===== config.mk =====
export PLATFORM = sky130hd
export DESIGN_NAME = sg_addr_gen
export DESIGN_NICKNAME = d
export VERILOG_FILES = /design/src/rtl/sg_pkg.sv /design/src/rtl/sg_side_addr.sv /design/src/rtl/sg_burst_cnt.sv /design/src/rtl/sg_block_ctl.sv /design/src/rtl/sg_addr_gen.sv
export SDC_FILE = /design/constraint.sdc
export NUM_CORES = 1
export LEC_CHECK = 0
export ABC_CLOCK_PERIOD_IN_PS = 7900
export CORE_AREA = 2 2 118 234
export DETAILED_ROUTE_END_ITERATION = 8
export DIE_AREA = 0 0 120 236
export PLACE_DENSITY = 0.85
export SYNTH_ARGS = -nofsm -noshare
export SYNTH_HDL_FRONTEND = slang
export SYNTH_HIERARCHICAL = 1
export SYNTH_SLANG_ARGS = --single-unit
export TNS_END_PERCENT = 1

===== constraint.sdc =====
create_clock -name clk -period 7.9 [get_ports clk]
set_clock_uncertainty 0.1 [all_clocks]
set_input_delay 1.58 -clock clk [delete_from_list [all_inputs] [get_ports clk]]
set_output_delay 1.58 -clock clk [all_outputs]
set_load 0.01 [all_outputs]

===== src/rtl/sg_pkg.sv =====
package sg_pkg;
    typedef enum logic [1:0] {
        ST_IDLE = 2'd0,
        ST_RUN  = 2'd1,
        ST_HALT = 2'd2
    } blk_state_e;

    localparam int STEP_W  = 4;
    localparam int BLEN_W  = 5;

    function automatic logic [STEP_W-1:0] width_bytes(input logic [1:0] code);
        return STEP_W'(1) << code;
    endfunction

    function automatic logic [BLEN_W-1:0] burst_len(input logic [1:0] code);
        logic [BLEN_W-1:0] len;
        unique case (code)
            2'd0:    len = BLEN_W'(1);
            2'd1:    len = BLEN_W'(4);
            2'd2:    len = BLEN_W'(8);
            default: len = BLEN_W'(16);
        endcase
        return len;
    endfunction

    function automatic logic mode_moves(input logic [1:0] mode);
        return (mode == 2'd0) || (mode == 2'd1);
    endfunction
endpackage


===== src/rtl/sg_side_addr.sv =====
module sg_side_addr
    import sg_pkg::*;
#(
    parameter int ADDR_W = 32,
    parameter int SEG_W  = 16
) (
    input  logic              clk,
    input  logic              rst_n,
    input  logic              load,
    input  logic              advance,
    input  logic [ADDR_W-1:0] base,
    input  logic [1:0]        mode,
    input  logic [1:0]        wcode,
    input  logic [SEG_W-1:0]  seg_len,
    input  logic [SEG_W-1:0]  seg_skip,
    output logic [ADDR_W-1:0] addr
);
    localparam int ACC_W = SEG_W + 1;

    logic [ADDR_W-1:0] addr_q;
    logic [ACC_W-1:0]  seg_q;
    logic [ACC_W-1:0]  seg_nxt;
    logic [ADDR_W-1:0] step;
    logic [ADDR_W-1:0] delta;
    logic              skip_en;
    logic              crossing;

    assign step     = ADDR_W'(width_bytes(wcode));
    assign skip_en  = mode_moves(mode) && (seg_len != '0);
    assign seg_nxt  = seg_q + ACC_W'(width_bytes(wcode));
    assign crossing = skip_en && (seg_nxt >= {1'b0, seg_len});
    assign delta    = crossing ? (step + ADDR_W'(seg_skip)) : step;

    always_ff @(posedge clk or negedge rst_n) begin
        if (!rst_n) begin
            addr_q <= '0;
            seg_q  <= '0;
        end else if (load) begin
            addr_q <= base;
            seg_q  <= '0;
        end else if (advance) begin
            unique case (mode)
                2'd0:    addr_q <= addr_q + delta;
                2'd1:    addr_q <= addr_q - delta;
                default: addr_q <= addr_q;
            endcase
            if (crossing || !skip_en) seg_q <= '0;
            else                      seg_q <= seg_nxt;
        end
    end

    assign addr = addr_q;
endmodule


===== src/rtl/sg_burst_cnt.sv =====
module sg_burst_cnt
    import sg_pkg::*;
(
    input  logic       clk,
    input  logic       rst_n,
    input  logic       load,
    input  logic       advance,
    input  logic [1:0] bcode,
    output logic       first,
    output logic       last
);
    logic [BLEN_W-1:0] beat_q;
    logic [BLEN_W-1:0] len;
    logic              wrap;

    assign len   = burst_len(bcode);
    assign wrap  = (beat_q >= len - BLEN_W'(1));
    assign first = (beat_q == '0);
    assign last  = (beat_q == len - BLEN_W'(1));

    always_ff @(posedge clk or negedge rst_n) begin
        if (!rst_n)       beat_q <= '0;
        else if (load)    beat_q <= '0;
        else if (advance) beat_q <= wrap ? '0 : beat_q + BLEN_W'(1);
    end
endmodule


===== src/rtl/sg_block_ctl.sv =====
module sg_block_ctl
    import sg_pkg::*;
#(
    parameter int CNT_W = 16
) (
    input  logic              clk,
    input  logic              rst_n,
    input  logic              start,
    input  logic              xfer,
    input  logic [STEP_W-1:0] step,
    input  logic [CNT_W-1:0]  limit,
    output logic              advance,
    output logic              running,
    output logic              block_done
);
    localparam int ACC_W = CNT_W + 1;

    blk_state_e       st_q, st_d;
    logic [ACC_W-1:0] bytes_q;
    logic [ACC_W-1:0] bytes_nxt;
    logic [ACC_W-1:0] lim_full;
    logic             final_xfer;
    logic             done_q;

    assign lim_full   = (limit == '0) ? (ACC_W'(1) << CNT_W) : {1'b0, limit};
    assign running    = (st_q == ST_RUN);
    assign advance    = running && xfer && !start;
    assign bytes_nxt  = bytes_q + ACC_W'(step);
    assign final_xfer = advance && (bytes_nxt >= lim_full);

    always_comb begin
        st_d = st_q;
        unique case (st_q)
            ST_IDLE: if (start) st_d = ST_RUN;
            ST_RUN: begin
                if (start)           st_d = ST_RUN;
                else if (final_xfer) st_d = ST_HALT;
            end
            ST_HALT: if (start) st_d = ST_RUN;
            default: st_d = ST_IDLE;
        endcase
    end

    always_ff @(posedge clk or negedge rst_n) begin
        if (!rst_n) st_q <= ST_IDLE;
        else        st_q <= st_d;
    end

    always_ff @(posedge clk or negedge rst_n) begin
        if (!rst_n) begin
            bytes_q <= '0;
            done_q  <= 1'b0;
        end else begin
            done_q <= final_xfer;
            if (start)        bytes_q <= '0;
            else if (advance) bytes_q <= bytes_nxt;
        end
    end

    assign block_done = done_q;
endmodule


===== src/rtl/sg_addr_gen.sv =====
module sg_addr_gen
    import sg_pkg::*;
#(
    parameter int ADDR_W = 32,
    parameter int SEG_W  = 16,
    parameter int CNT_W  = 16
) (
    input  logic              clk,
    input  logic              rst_n,
    input  logic              start,
    input  logic              xfer,
    input  logic [ADDR_W-1:0] src_base,
    input  logic [ADDR_W-1:0] dst_base,
    input  logic [1:0]        src_mode,
    input  logic [1:0]        dst_mode,
    input  logic [1:0]        src_width,
    input  logic [1:0]        dst_width,
    input  logic [1:0]        src_burst,
    input  logic [1:0]        dst_burst,
    input  logic [SEG_W-1:0]  gather_len,
    input  logic [SEG_W-1:0]  gather_skip,
    input  logic [SEG_W-1:0]  scatter_len,
    input  logic [SEG_W-1:0]  scatter_skip,
    input  logic [CNT_W-1:0]  block_limit,
    output logic [ADDR_W-1:0] src_addr,
    output logic [ADDR_W-1:0] dst_addr,
    output logic              running,
    output logic              block_done,
    output logic              src_first,
    output logic              src_last,
    output logic              dst_first,
    output logic              dst_last
);
    localparam int SIDES = 2;

    logic              advance;
    logic [ADDR_W-1:0] base_a  [SIDES];
    logic [1:0]        mode_a  [SIDES];
    logic [1:0]        wcode_a [SIDES];
    logic [1:0]        bcode_a [SIDES];
    logic [SEG_W-1:0]  len_a   [SIDES];
    logic [SEG_W-1:0]  skip_a  [SIDES];
    logic [ADDR_W-1:0] addr_a  [SIDES];
    logic              first_a [SIDES];
    logic              last_a  [SIDES];

    assign base_a[0]  = src_base;
    assign base_a[1]  = dst_base;
    assign mode_a[0]  = src_mode;
    assign mode_a[1]  = dst_mode;
    assign wcode_a[0] = src_width;
    assign wcode_a[1] = dst_width;
    assign bcode_a[0] = src_burst;
    assign bcode_a[1] = dst_burst;
    assign len_a[0]   = gather_len;
    assign len_a[1]   = scatter_len;
    assign skip_a[0]  = gather_skip;
    assign skip_a[1]  = scatter_skip;

    sg_block_ctl #(.CNT_W(CNT_W)) u_ctl (
        .clk        (clk),
        .rst_n      (rst_n),
        .start      (start),
        .xfer       (xfer),
        .step       (width_bytes(src_width)),
        .limit      (block_limit),
        .advance    (advance),
        .running    (running),
        .block_done (block_done)
    );

    for (genvar s = 0; s < SIDES; s++) begin : g_side
        sg_side_addr #(.ADDR_W(ADDR_W), .SEG_W(SEG_W)) u_addr (
            .clk      (clk),
            .rst_n    (rst_n),
            .load     (start),
            .advance  (advance),
            .base     (base_a[s]),
            .mode     (mode_a[s]),
            .wcode    (wcode_a[s]),
            .seg_len  (len_a[s]),
            .seg_skip (skip_a[s]),
            .addr     (addr_a[s])
        );
        sg_burst_cnt u_burst (
            .clk     (clk),
            .rst_n   (rst_n),
            .load    (start),
            .advance (advance),
            .bcode   (bcode_a[s]),
            .first   (first_a[s]),
            .last    (last_a[s])
        );
    end

    assign src_addr  = addr_a[0];
    assign dst_addr  = addr_a[1];
    assign src_first = first_a[0];
    assign src_last  = last_a[0];
    assign dst_first = first_a[1];
    assign dst_last  = last_a[1];
endmodule


# Word level (Yosys, flattened, before mapping)

Cells that the tools add are included.

Bits in registers: 128
Input port bits: 160
Output and inout bits: 70
Word-level logic and storage cells: 101

Add/sub/neg operators: 13
Magnitude comparators: 5
Equal/unequal tests: 12
Shifts and indexed selects: 2
Mux-type cells: 29
Reductions and logical operators: 31

Operators by type and width:

| operator                                                               | count |
|---|---|
| 32-bit two-way mux                                                     | 6 |
| 17-bit two-way mux                                                     | 9 |
| 32-bit one-hot mux with 2 select lines                                 | 2 |
| 32-bit adder                                                           | 2 |
| 32-bit subtractor                                                      | 2 |
| 17-bit by 4-bit adder with 17-bit output                               | 3 |
| 4-bit by 16-bit adder with 17-bit output                               | 2 |
| 17-bit by 16-bit >= comparator with 1-bit output                       | 2 |
| 16-bit nonzero test                                                    | 2 |
| 5-bit two-way mux                                                      | 6 |
| 5-bit one-hot mux with 3 select lines                                  | 2 |
| 17-bit >= comparator                                                   | 1 |
| 16-bit zero test                                                       | 1 |
| 5-bit by 1-bit adder with 5-bit output (second input constant)         | 2 |
| 2-bit by 1-bit equality test with 1-bit output (second input constant) | 5 |
| 5-bit equality test                                                    | 2 |
| 5-bit >= comparator                                                    | 2 |
| 2-bit zero test                                                        | 5 |
| 5-bit zero test                                                        | 2 |
| 5-bit by 1-bit subtractor with 5-bit output (second input constant)    | 2 |
| 1-bit by 2-bit << shifter with 4-bit output (first input constant)     | 2 |
| 1-bit logical AND                                                      | 7 |
| 2-bit equality test (second input constant)                            | 3 |
| 2-bit two-way mux                                                      | 3 |
| other kinds (9)                                                        | 17 |

# Depth between registers and ports, before layout

Gate-level depths: netlist of run 1.

Depth in word-level cells: 9
Gate-level depth with buffers: 37
Gate-level depth less buffers: 34

# Cells and area by module

The synthesis of run 1 kept the hierarchy.

Modules (own cells, without submodules):

| module       | instances | cells each | area each (um^2) | sequential area each (um^2) |
|---|---|---|---|---|
| sg_side_addr | 2         | 767        | 5952.0           | 1226.2 |
| sg_block_ctl | 1         | 214        | 1798.0           | 500.5 |
| sg_burst_cnt | 2         | 48         | 425.4            | 125.1 |
| sg_addr_gen  | 1         | 4          | 26.3             | 0.0 |

# Least setup slack after synthesis of run 1

OpenSTA, ideal clock, no wires.

Path type: input -> register
Start: input src_width[1]
End: register g_side[0].u_addr.addr_q[28]
Setup time: 0.122 ns
Data arrival time: 8.130 ns
Data required time: 7.678 ns
Setup slack: -0.451 ns
Cell stages on the path: 34
Buffers on the path: 2
Cells stage by stage: buf_6 nor2_1 ha_1 ha_1 o21ai_0 o31ai_4 nand3_1 nor2_1 xor2_1 ha_1 and4_1 a221o_1 a311oi_1 o31ai_1 o21ai_2 clkbuf_1 nand2_1 nand2_1 inv_1 ha_1 nand2_1 o21a_1 inv_1 fa_1 nor2b_1 o21a_1 o21ai_1 a211o_1 a221o_1 a31oi_1 a31oi_1 o41ai_1 mux2i_1 nand2_1

Word-level cells in the longest chain between the ends: 9
Elaborated cells between the ends (all ways): 11
Those cells by class: add/sub: 4; order compare: 1; shift: 1; mux: 4; reduce/logical: 1

RTL lines:

| element                                           | RTL line                               | RTL |
|---|---|---|
| start, declared                                   | sg_addr_gen.sv:16                      | `input logic [1:0] src_width,` |
| 1-bit by 2-bit << shifter with 4-bit output (*)   | sg_pkg.sv:12                           | `return STEP_W'(1) << code;` |
| 17-bit by 4-bit adder with 17-bit output          | sg_side_addr.sv:30                     | `assign seg_nxt = seg_q + ACC_W'(width_bytes(wcode));` |
| 17-bit by 16-bit >= comparator with 1-bit output  | sg_side_addr.sv:31                     | `assign crossing = skip_en && (seg_nxt >= {1'b0, seg_len});` |
| 1-bit logical AND                                 | sg_side_addr.sv:31                     |  |
| 32-bit two-way mux (*)                            | sg_side_addr.sv:32                     | `assign delta = crossing ? (step + ADDR_W'(seg_skip)) : step;` |
| 32-bit subtractor or 32-bit adder (tied branches) | sg_side_addr.sv:44, sg_side_addr.sv:43 |  |
| 32-bit one-hot mux with 2 select lines (*)        | sg_side_addr.sv:42                     | `unique case (mode)` |
| 32-bit two-way mux (*)                            | sg_side_addr.sv:41                     | `end else if (advance) begin` |
| 32-bit two-way mux (*)                            | sg_side_addr.sv:38                     | `end else if (load) begin` |
| end signal, assigned                              | sg_side_addr.sv:39                     | `addr_q <= base;` |
| end signal, assigned                              | sg_side_addr.sv:43                     | `2'd0: addr_q <= addr_q + delta;` |
| end signal, assigned                              | sg_side_addr.sv:44                     | `2'd1: addr_q <= addr_q - delta;` |
| end, declared                                     | sg_side_addr.sv:20                     | `logic [ADDR_W-1:0] addr_q;` |

Every way passes the cells marked *; elsewhere a longest branch is shown, timed or not. The select of a mux whose other input is x is not followed.
A chain may end at the register's enable or synchronous reset.

# Worst setup path in the final report of run 1

Start: input src_width[1]
End: register g_side[0].u_addr.addr_q[26]

The elaborated chain is that of the path after synthesis.

==> results of run 1 <==
[metal layers]
layer | up-vias | part of all wire (%)
li1 | 7488 | -
met1 | 7341 | 41
met2 | 614 | 49
met3 | 134 | 6.4
met4 | 2 | 3.5
met5 | - | 0.030
[worst min-delay path, stage by stage (launching register included)]
cell     delay [ns]
dfrtp_1        0.35
nand2_1        0.05
o21ai_0        0.06
[state kept, by name, indices dropped and copies added (netlist names)]
name                   flops
g_side.u_addr/addr        64
u_ctl/bytes_q             17
g_side.u_burst/beat_q     10
u_ctl/block_done           1
u_ctl/st_q                 2
g_side.u_addr/seg_q       34
[cell type report]
type / instances / area share [%]
timing repair buffer: 421 / 19.1
inverter: 89 / 1.72
sequential: 128 / 16.5
tap: 348 / 2.24
multi-input combinational: 1553 / 57.1
clock buffer: 17 / 2.19
clock inverter: 15 / 1.19
[what timing repair did]
action / in CTS / in global routing
resized for setup: 6 / 54
hold buffers: 0 / 0
endpoints found under the setup margin: 22 / 46
buffers inserted: 0 / 17
pin swaps: 6 / 40
[kinds of logic after synthesis]
family                   synth area share, %
adder cells (fa/ha/maj)                 12.7
flip-flops                              22.0
AND/OR/NAND/NOR                         24.1
buffers and inverters                   4.78
other                                 0.0515
XOR/XNOR                                8.57
AO/OA/AOI/OAI                           26.1
multiplexers                            1.68
[per-stage QoR]
| stage | hold WS [ns] | instances | setup TNS, ns | util (%) |
|---|---|---|---|---|
| floorplan | 0.358 | 1848 | -0.521 | - |
| global placement | 0.382 | 2522 | -7.86 | 69.2 |
| detailed placement | 0.387 | 2522 | -18.64 | 69.2 |
| CTS | 0.401 | 2554 | 0 | 71.7 |
| global route | 0.430 | 2571 | -0.759 | 72.8 |
| finish | 0.395 | 2571 | 0 | 72.8 |
[worst max-delay path by stage]
stage | endpoint | cells after the start | slack, ns | start
after global routing | g_side[0].u_addr/addr[28] | 35 | -0.16 | src_width[1]
after detailed placement | g_side[1].u_addr/addr[24] | 32 | -0.75 | dst_width[0]
after floorplan | g_side[0].u_addr/addr[28] | 34 | -0.1 | src_width[1]
final | g_side[0].u_addr/addr[26] | 34 | 0.20 | src_width[1]
after global placement | g_side[1].u_addr/addr[24] | 33 | -0.47 | dst_width[0]
after CTS | g_side[1].u_addr/addr[24] | 33 | 0.009 | dst_width[0]
[cells in the final DEF, fill, tap and decap left out, types with 15 or more instances in the layout]
master	n
mux2i_1	20
nand3_1	65
xor2_1	64
nor2b_1	31
and3_1	22
clkbuf_16	17
o21ai_1	31
nand4_1	26
ha_1	135
inv_1	83
a31oi_1	19
nor2_1	145
nand2b_1	19
xnor2_1	70
nor3_1	49
a22o_1	19
o21a_1	31
buf_4	191
and2_1	16
o41ai_1	15
nand2_1	178
clkdlybuf4s50_1	223
dfrtp_1	128
a21o_1	31
o21ai_0	122
a21oi_1	126
[power groups by stage]
| stage | registers [mW] | logic, mW | clock network (mW) |
|---|---|---|---|
| 6_report | 0.745 | 1.10 | 0.898 |
| 4_1_cts | 0.744 | 1.07 | 0.911 |
| 5_1_grt | 0.749 | 1.21 | 0.942 |
| 3_3_place_gp | 0.754 | 1.03 | 0 |
| 3_5_place_dp | 0.755 | 1.06 | 0 |
| 2_1_floorplan | 0.757 | 0.595 | 0 |
==> qor.txt, run 1 <==
status: finished, final reports clean
Port-buffer cells: 229
Hold Startpoint: g_side[1].u_addr/seg_q[0]
Largest stage delay, worst path: 0.41 ns
most common cell in the netlist: nand2_1
Worst VDD drop: 153 µV
Hold EP: g_side[1].u_addr/seg_q[0]
Seq. cell area: 3200 µm²
CTS tree: done
Pwr Density: 141 nW/µm²
Iteration-0 DRC Markers: 1301
GR Util met3: 5.32%
clock latency on the worst-skew pair: 0.44 ns
main flop type after synthesis: dfrtp_1
fill cell count: 2064
Top Ports: 230
Slew Limit Fails: 0
sequential share of the synthesized area: 22.0%
DRT Wirelength: 43800 µm
crit path DAT: 7.97 ns
vias in the first global route: 15300
Seq cells post-synth: 128
Hold Path Stages: 2
fin crit period: 7.70 ns
Die Span X: 120 µm
met1 Resource Use GR: 38.7%
Crit Reg-Reg Startpoint: g_side[0].u_addr/seg_q[1]
total power: 2.74 mW
Layout Area Growth over Synthesis: 33.4%
CP Class: input port to flip-flop
Cell Area, Synth: 14600 µm²
WL per Instance: 17.0 µm
largest net degree at the start of global routing: 74
area share of the largest cell type after synthesis: 22.0%
Area after DPL: 18500 µm²
diodes inserted: 0
r2r setup slk: 1.09 ns
grt total ovfl: 0
setup ws final: 0.201 ns
Slew @ Worst Pin: 1.10 ns
R2R cell count: 31
clk sinks: 128
first-pass GRT wire length: 71700 µm
Post-Place Worst Slack: -0.752 ns
Rel. slew slack: 26.1%
Final Hold Viols: 0
Chip Height: 236 µm
Worst Path Max Fanout: 6
Post-synth EDFFs: 0
Max Cap Viol: 0
CTS HTree Levels: 4
die area: 28300 µm²
multi-input logic area: 11100 µm²
worst hold path type: flip-flop to flip-flop
r2r endpoint: g_side[0].u_addr/addr[26]
Pre-antenna DRT Iters: 6
All-Layer GR Usage: 30.5%
Seq pwr share: 27.2%
root buffer cell: clkbuf_16
total core area: 26700 µm²
sw frac: 34.1%
crit end category: flip-flop
largest area contributor in the netlist: dfrtp_1
clk buf depth: 2
fin nets: 2516
clock network fraction of design power: 32.7%
Finished Cell Area: 19400 µm²
Starting Density: 54.6%
period utilization: 97.5%
GRT Max-Usage Layer: met2
clock-pin slew on the worst setup and hold paths: 0.06 ns
commonest cells in the netlist: nand2_1, nor2_1, ha_1
Synth async-reset ratio: 100%
switching pwr: 935 µW
GPL Wtd Cong: 0.942
Final ANT Viol Nets: 0
internal power consumption: 1.81 mW
Comb power frac: 40.1%
critical path buffer and inverter count: 4
DR vias: 15600
CP Launch Type: input port
DRC Markers: 0
fmax: 130 MHz
warning count from the yosys run: 6
Mean Syn Cell Area: 7.89 µm²
Critical Path Most Common Cell: nand2_1
hpwl dp: 32500 µm
share of layout cells above drive strength 1: 16.4%
initial antenna violation count: 1
met2 Use GR: 51.1%
worst endpoint required time: 8.17 ns
row count: 85
via/cell ratio: 6.06
cell family with most CP delay: compound AO/OA/AOI/OAI gates
Area contributors post-synth: dfrtp_1, ha_1, nand2_1
CP max-delay cell: or4_1
clock buffer count from CTS: 17
leak pwr: 8.80 nW
post-synthesis net count: 2154
Synth cell types: 97
Mapped Cells: 1848
final number of setup-violating endpoints: 0
(Power assumes the default switching activity.)
==> run 2, diff against run 1 <==
Settings changed: ABC_CLOCK_PERIOD_IN_PS 7900 to 8400, MAX_ROUTING_LAYER set to met4.
Clock period 7.9 ns to 8.4 ns, I/O delays scaled along.
==> qor.txt, run 2 (synthesized netlist as in run 1, its figures left out) <==
Top Ports: 230
DRT Wirelength: 42800 µm
worst endpoint required time: 8.68 ns
total core area: 26700 µm²
Rel. slew slack: 18.7%
Pre-antenna DRT Iters: 5
setup TNS: 0 ns
setup ws final: 0.429 ns
DR vias: 15100
DRC Markers: 0
die area: 28300 µm²
R2R cell count: 32
status: finished, final reports clean
CTS tree: done
clock latency on the worst-skew pair: 0.44 ns
Hold Path Stages: 2
Final ANT Viol Nets: 0
grt total ovfl: 0
Largest stage delay, worst path: 0.44 ns
root buffer cell: clkbuf_16
largest net degree at the start of global routing: 73
clock-pin slew on the worst setup and hold paths: 0.06 ns
total power: 2.40 mW
Post-Place Worst Slack: -0.318 ns
CP Launch Type: input port
Crit Reg-Reg Startpoint: g_side[1].u_addr/seg_q[1]
hpwl dp: 31600 µm
worst hold path type: flip-flop to flip-flop
period utilization: 94.9%
Pwr Density: 129 nW/µm²
Chip Height: 236 µm
commonest non-fill, non-tap cell in the layout: clkdlybuf4s50_1
fin crit period: 7.97 ns
share of layout cells above drive strength 1: 12.2%
Worst Path Max Fanout: 5
CTS HTree Levels: 4
clk sinks: 128
via/cell ratio: 6.04
Starting Density: 54.6%
r2r setup slk: 1.56 ns
CP startpoint: dst_width[0]
Slew @ Worst Pin: 1.22 ns
first-pass GRT wire length: 68500 µm
r2r endpoint: g_side[1].u_addr/addr[26]
CP Class: input port to flip-flop
Critical Path End: g_side[1].u_addr/addr[26]
Largest register FFs: 64
fmax: 125 MHz
final number of setup-violating endpoints: 0
RSZ-0062 raised after global routing: false
Layout Area Growth over Synthesis: 27.9%
row count: 85
Slew Limit Fails: 0
clk buf depth: 2
Max Cap Viol: 0
Die Span X: 120 µm
Port-buffer cells: 229
crit end category: flip-flop
All-Layer GR Usage: 30.0%
Iteration-0 DRC Markers: 970
initial antenna violation count: 0
CP max-delay cell: fa_1
fin nets: 2443
crit path DAT: 8.25 ns
commonest non-fill, non-tap cells in the layout: clkdlybuf4s50_1, nand2_1, nor2_1, ha_1, a21oi_1
Worst VDD drop: 131 µV
WL per Instance: 17.1 µm
GPL Wtd Cong: 0.969
Final Hold Viols: 0
leak pwr: 8.43 nW
diodes inserted: 0
clock buffer count from CTS: 17
vias in the first global route: 14300
run 2: cell types whose count changed in the layout (fill, tap and decap cells not counted), sizes merged:
| cell | delta |
|---|---|
| buf | -74 |
| bufinv | -3 |
| clkbuf | +3 |
| clkinv | -2 |
| clkinvlp | -1 |
| dlymetal6s2s | +4 |
| inv | -3 |
run 2: worst min path at each step:
| stage | startpoint | endpoint |
|---|---|---|
| 6_report | g_side[0].u_addr/seg_q[0] | g_side[0].u_addr/seg_q[0] |
| 3_3_place_gp | g_side[1].u_addr/seg_q[0] | g_side[1].u_addr/seg_q[0] |
| 5_1_grt | u_ctl/bytes_q[0] | u_ctl/bytes_q[0] |
| 3_5_place_dp | g_side[0].u_addr/seg_q[0] | g_side[0].u_addr/seg_q[0] |
| 2_1_floorplan | g_side[0].u_addr/seg_q[0] | g_side[0].u_addr/seg_q[0] |
| 4_1_cts | g_side[0].u_addr/seg_q[0] | g_side[0].u_addr/seg_q[0] |
run 2: critical path, delay by kind of cell:
family	cells	cell delay, ns
and+or+nand+nor	9	1.37
AOI/OAI and AO/OA	14	2.93
xor gates and xnor gates	1	0.23
adders and majority gates	5	1.40
buffers and inverters	5	0.64
run 2: through the flow:
step / utilization (%) / cell area (µm²) / std cells / hold WS, ns
finish: 69.8 / 18600 / 2495 / 0.405
global route: 69.8 / 18600 / 2495 / 0.446
CTS: 68.9 / 18400 / 2492 / 0.394
detailed placement: 66.8 / 17800 / 2463 / 0.381
global placement: 66.8 / 17800 / 2463 / 0.378
floorplan: - / 14600 / 1848 / 0.356
run 2: layout make-up:
cell class              count  area [µm²]
clock buffers              23         488
fillers                  2130        8050
repair buffers            348        3210
flip-flops and latches    128        3200
well taps                 348         435
clock inverters             6        82.6
inverters                  89         334
multi-input cells        1553       10900
run 2: metal layers:
layer / up-vias / share of wire [%] / track usage (%)
met5: - / 0 / -
met4: 0 / 2.6 / 9.41
met3: 94 / 6.0 / 4.33
met2: 554 / 48 / 49.1
met1: 7083 / 43 / 38.1
li1: 7341 / - / -
run 2: repair_timing:
action	4_1_cts	5_1_grt
gates resized for setup	0	50
endpoints found under the setup margin	0	31
setup buffers	0	3
hold buffers	0	0
run 2: power by group:
group          switching, mW  internal [mW]
Combinational          0.498          0.462
Clock                  0.278          0.461
Sequential            0.0441          0.656
==> run 3, diff against run 2 <==
Settings changed: CORE_AREA 2 2 118 234 to 2 2 117 232, CTS_BUF_LIST set to sky130_fd_sc_hd__clkbuf_4, DIE_AREA 0 0 120 236 to 0 0 119 234, PLACE_DENSITY 0.85 to 0.87.
==> qor.txt, run 3 (synthesized netlist as in run 1, its figures left out) <==
status: finished, final reports clean
hold_ws: 0.430 ns
DR vias: 15800
Rel. slew slack: 30.0%
CP Launch Type: input port
Pwr Density: 121 nW/µm²
Starting Density: 55.7%
Finished Cell Area: 18900 µm²
GR Util met3: 5.01%
leak pwr: 8.63 nW
WL per Instance: 19.1 µm
initial antenna violation count: 2
worst endpoint required time: 8.89 ns
Largest register FFs: 64
crit path DAT: 8.67 ns
clk buf depth: 2
fin cells: 2564
Max Cap Viol: 0
Slew @ Worst Pin: 1.05 ns
Final Hold Viols: 0
largest net degree at the start of global routing: 79
Hold Startpoint: g_side[1].u_addr/seg_q[0]
hpwl dp: 38900 µm
via/cell ratio: 6.17
met1 Resource Use GR: 31.7%
CP startpoint: src_width[1]
Port-buffer cells: 229
GRT Max-Usage Layer: met2
period utilization: 97.3%
Crit Reg-Reg Startpoint: g_side[0].u_addr/seg_q[1]
clk sinks: 128
die area: 27800 µm²
Die Span X: 119 µm
share of layout cells above drive strength 1: 14.5%
All-Layer GR Usage: 35.8%
Slew Limit Fails: 0
fin nets: 2511
clock buffer count from CTS: 17
GPL Wtd Cong: 1.02
met2 Use GR: 68.8%
commonest non-fill, non-tap cell in the layout: clkdlybuf4s50_1
Layout Area Growth over Synthesis: 29.3%
RSZ-0062 raised after global routing: true
Chip Height: 234 µm
DRT Wirelength: 49000 µm
vias in the first global route: 16300
Final ANT Viol Nets: 0
Pre-antenna DRT Iters: 5
CP max-delay cell: fa_1
Worst VDD drop: 101 µV
Area after DPL: 18300 µm²
root buffer cell: clkbuf_4
first-pass GRT wire length: 77400 µm
CP Class: input port to flip-flop
Placed Cells: 2528
total core area: 26200 µm²
fin crit period: 8.18 ns
crit end category: flip-flop
CTS tree: done
Worst Path Max Fanout: 8
fmax: 122 MHz
grt total ovfl: 0
Largest stage delay, worst path: 0.40 ns
final number of setup-violating endpoints: 0
CTS HTree Levels: 4
clock latency on the worst-skew pair: 0.64 ns
row count: 84
DRC Markers: 0
Top Ports: 230
Iteration-0 DRC Markers: 884
commonest non-fill, non-tap cells in the layout: clkdlybuf4s50_1, buf_4, nand2_1, nor2_1, ha_1
hold_buf cts: 0
clock-pin slew on the worst setup and hold paths: 0.14 ns
worst hold path type: flip-flop to flip-flop
## run 3: changes by cell type in the layout (fill, tap and decap cells not counted), sizes merged, moves of 2 or more
cell,change
buf,+68
bufinv,+3
clkbuf,-4
diode,+2
clkinv,+2
## run 3: final timing paths
kind                                                  end  slack, ns  depth (start not counted)
worst max-delay path            g_side[0].u_addr/addr[24]       0.22                         32
worst min-delay path            g_side[1].u_addr/seg_q[0]       0.43                          2
worst max register to register  g_side[0].u_addr/addr[24]       1.31                         30
worst min register to register  g_side[1].u_addr/seg_q[0]       0.43                          2
max in group asynchronous               u_ctl/bytes_q[13]       5.91                          2
min in group asynchronous       g_side[0].u_addr/addr[20]       0.87                          1
## run 3: area by class of cell
| cell class | count | area, µm² |
|---|---|---|
| clock inverters | 13 | 210 |
| inverters | 89 | 334 |
| diodes | 2 | 5.00 |
| well taps | 344 | 430 |
| multi-input cells | 1553 | 10800 |
| flip-flops and latches | 128 | 3200 |
| repair buffers | 416 | 3700 |
| clock buffers | 19 | 143 |
| fillers | 2084 | 7310 |
## run 3: worst max-delay path, delay by kind of cell
family / cells / cell delay, ns
AOI/OAI and AO/OA: 15 / 3.43
and+or+nand+nor: 7 / 1.21
adders and majority gates: 4 / 1.20
buffers and inverters: 4 / 0.76
xor gates and xnor gates: 2 / 0.38
## run 3: power breakdown
group | internal [mW] | total (mW) | switching [mW]
Combinational | 0.500 | 1.03 | 0.533
Clock | 0.273 | 0.554 | 0.281
Sequential | 0.655 | 0.700 | 0.0456
Total | 1.43 | 2.29 | 0.860
## run 3: repair_timing
action                     4_1_cts  5_1_grt
resized for setup                5       29
pin swaps                        0        3
buffers inserted                 0        2
setup endpoints to repair        4       32
## run 3: routing by layer
metal / up-vias / share of wire (%)
met5: - / 0
met1: 7580 / 33
met2: 579 / 56
met4: 0 / 6.7
met3: 203 / 4.5
li1: 7467 / -
## run 3: per-stage QoR
step / setup TNS, ns / util, % / power [mW] / setup slack, ns
3_5_place_dp: -14.76 / 70.0 / 1.72 / -0.732
2_1_floorplan: -0.0263 / - / 1.26 / -0.0263
5_1_grt: -0.0470 / 72.1 / 2.41 / -0.0459
3_3_place_gp: -8.61 / 70.0 / 1.69 / -0.577
6_report: 0 / 72.1 / 2.29 / 0.225
4_1_cts: 0 / 71.5 / 2.28 / 0.0308
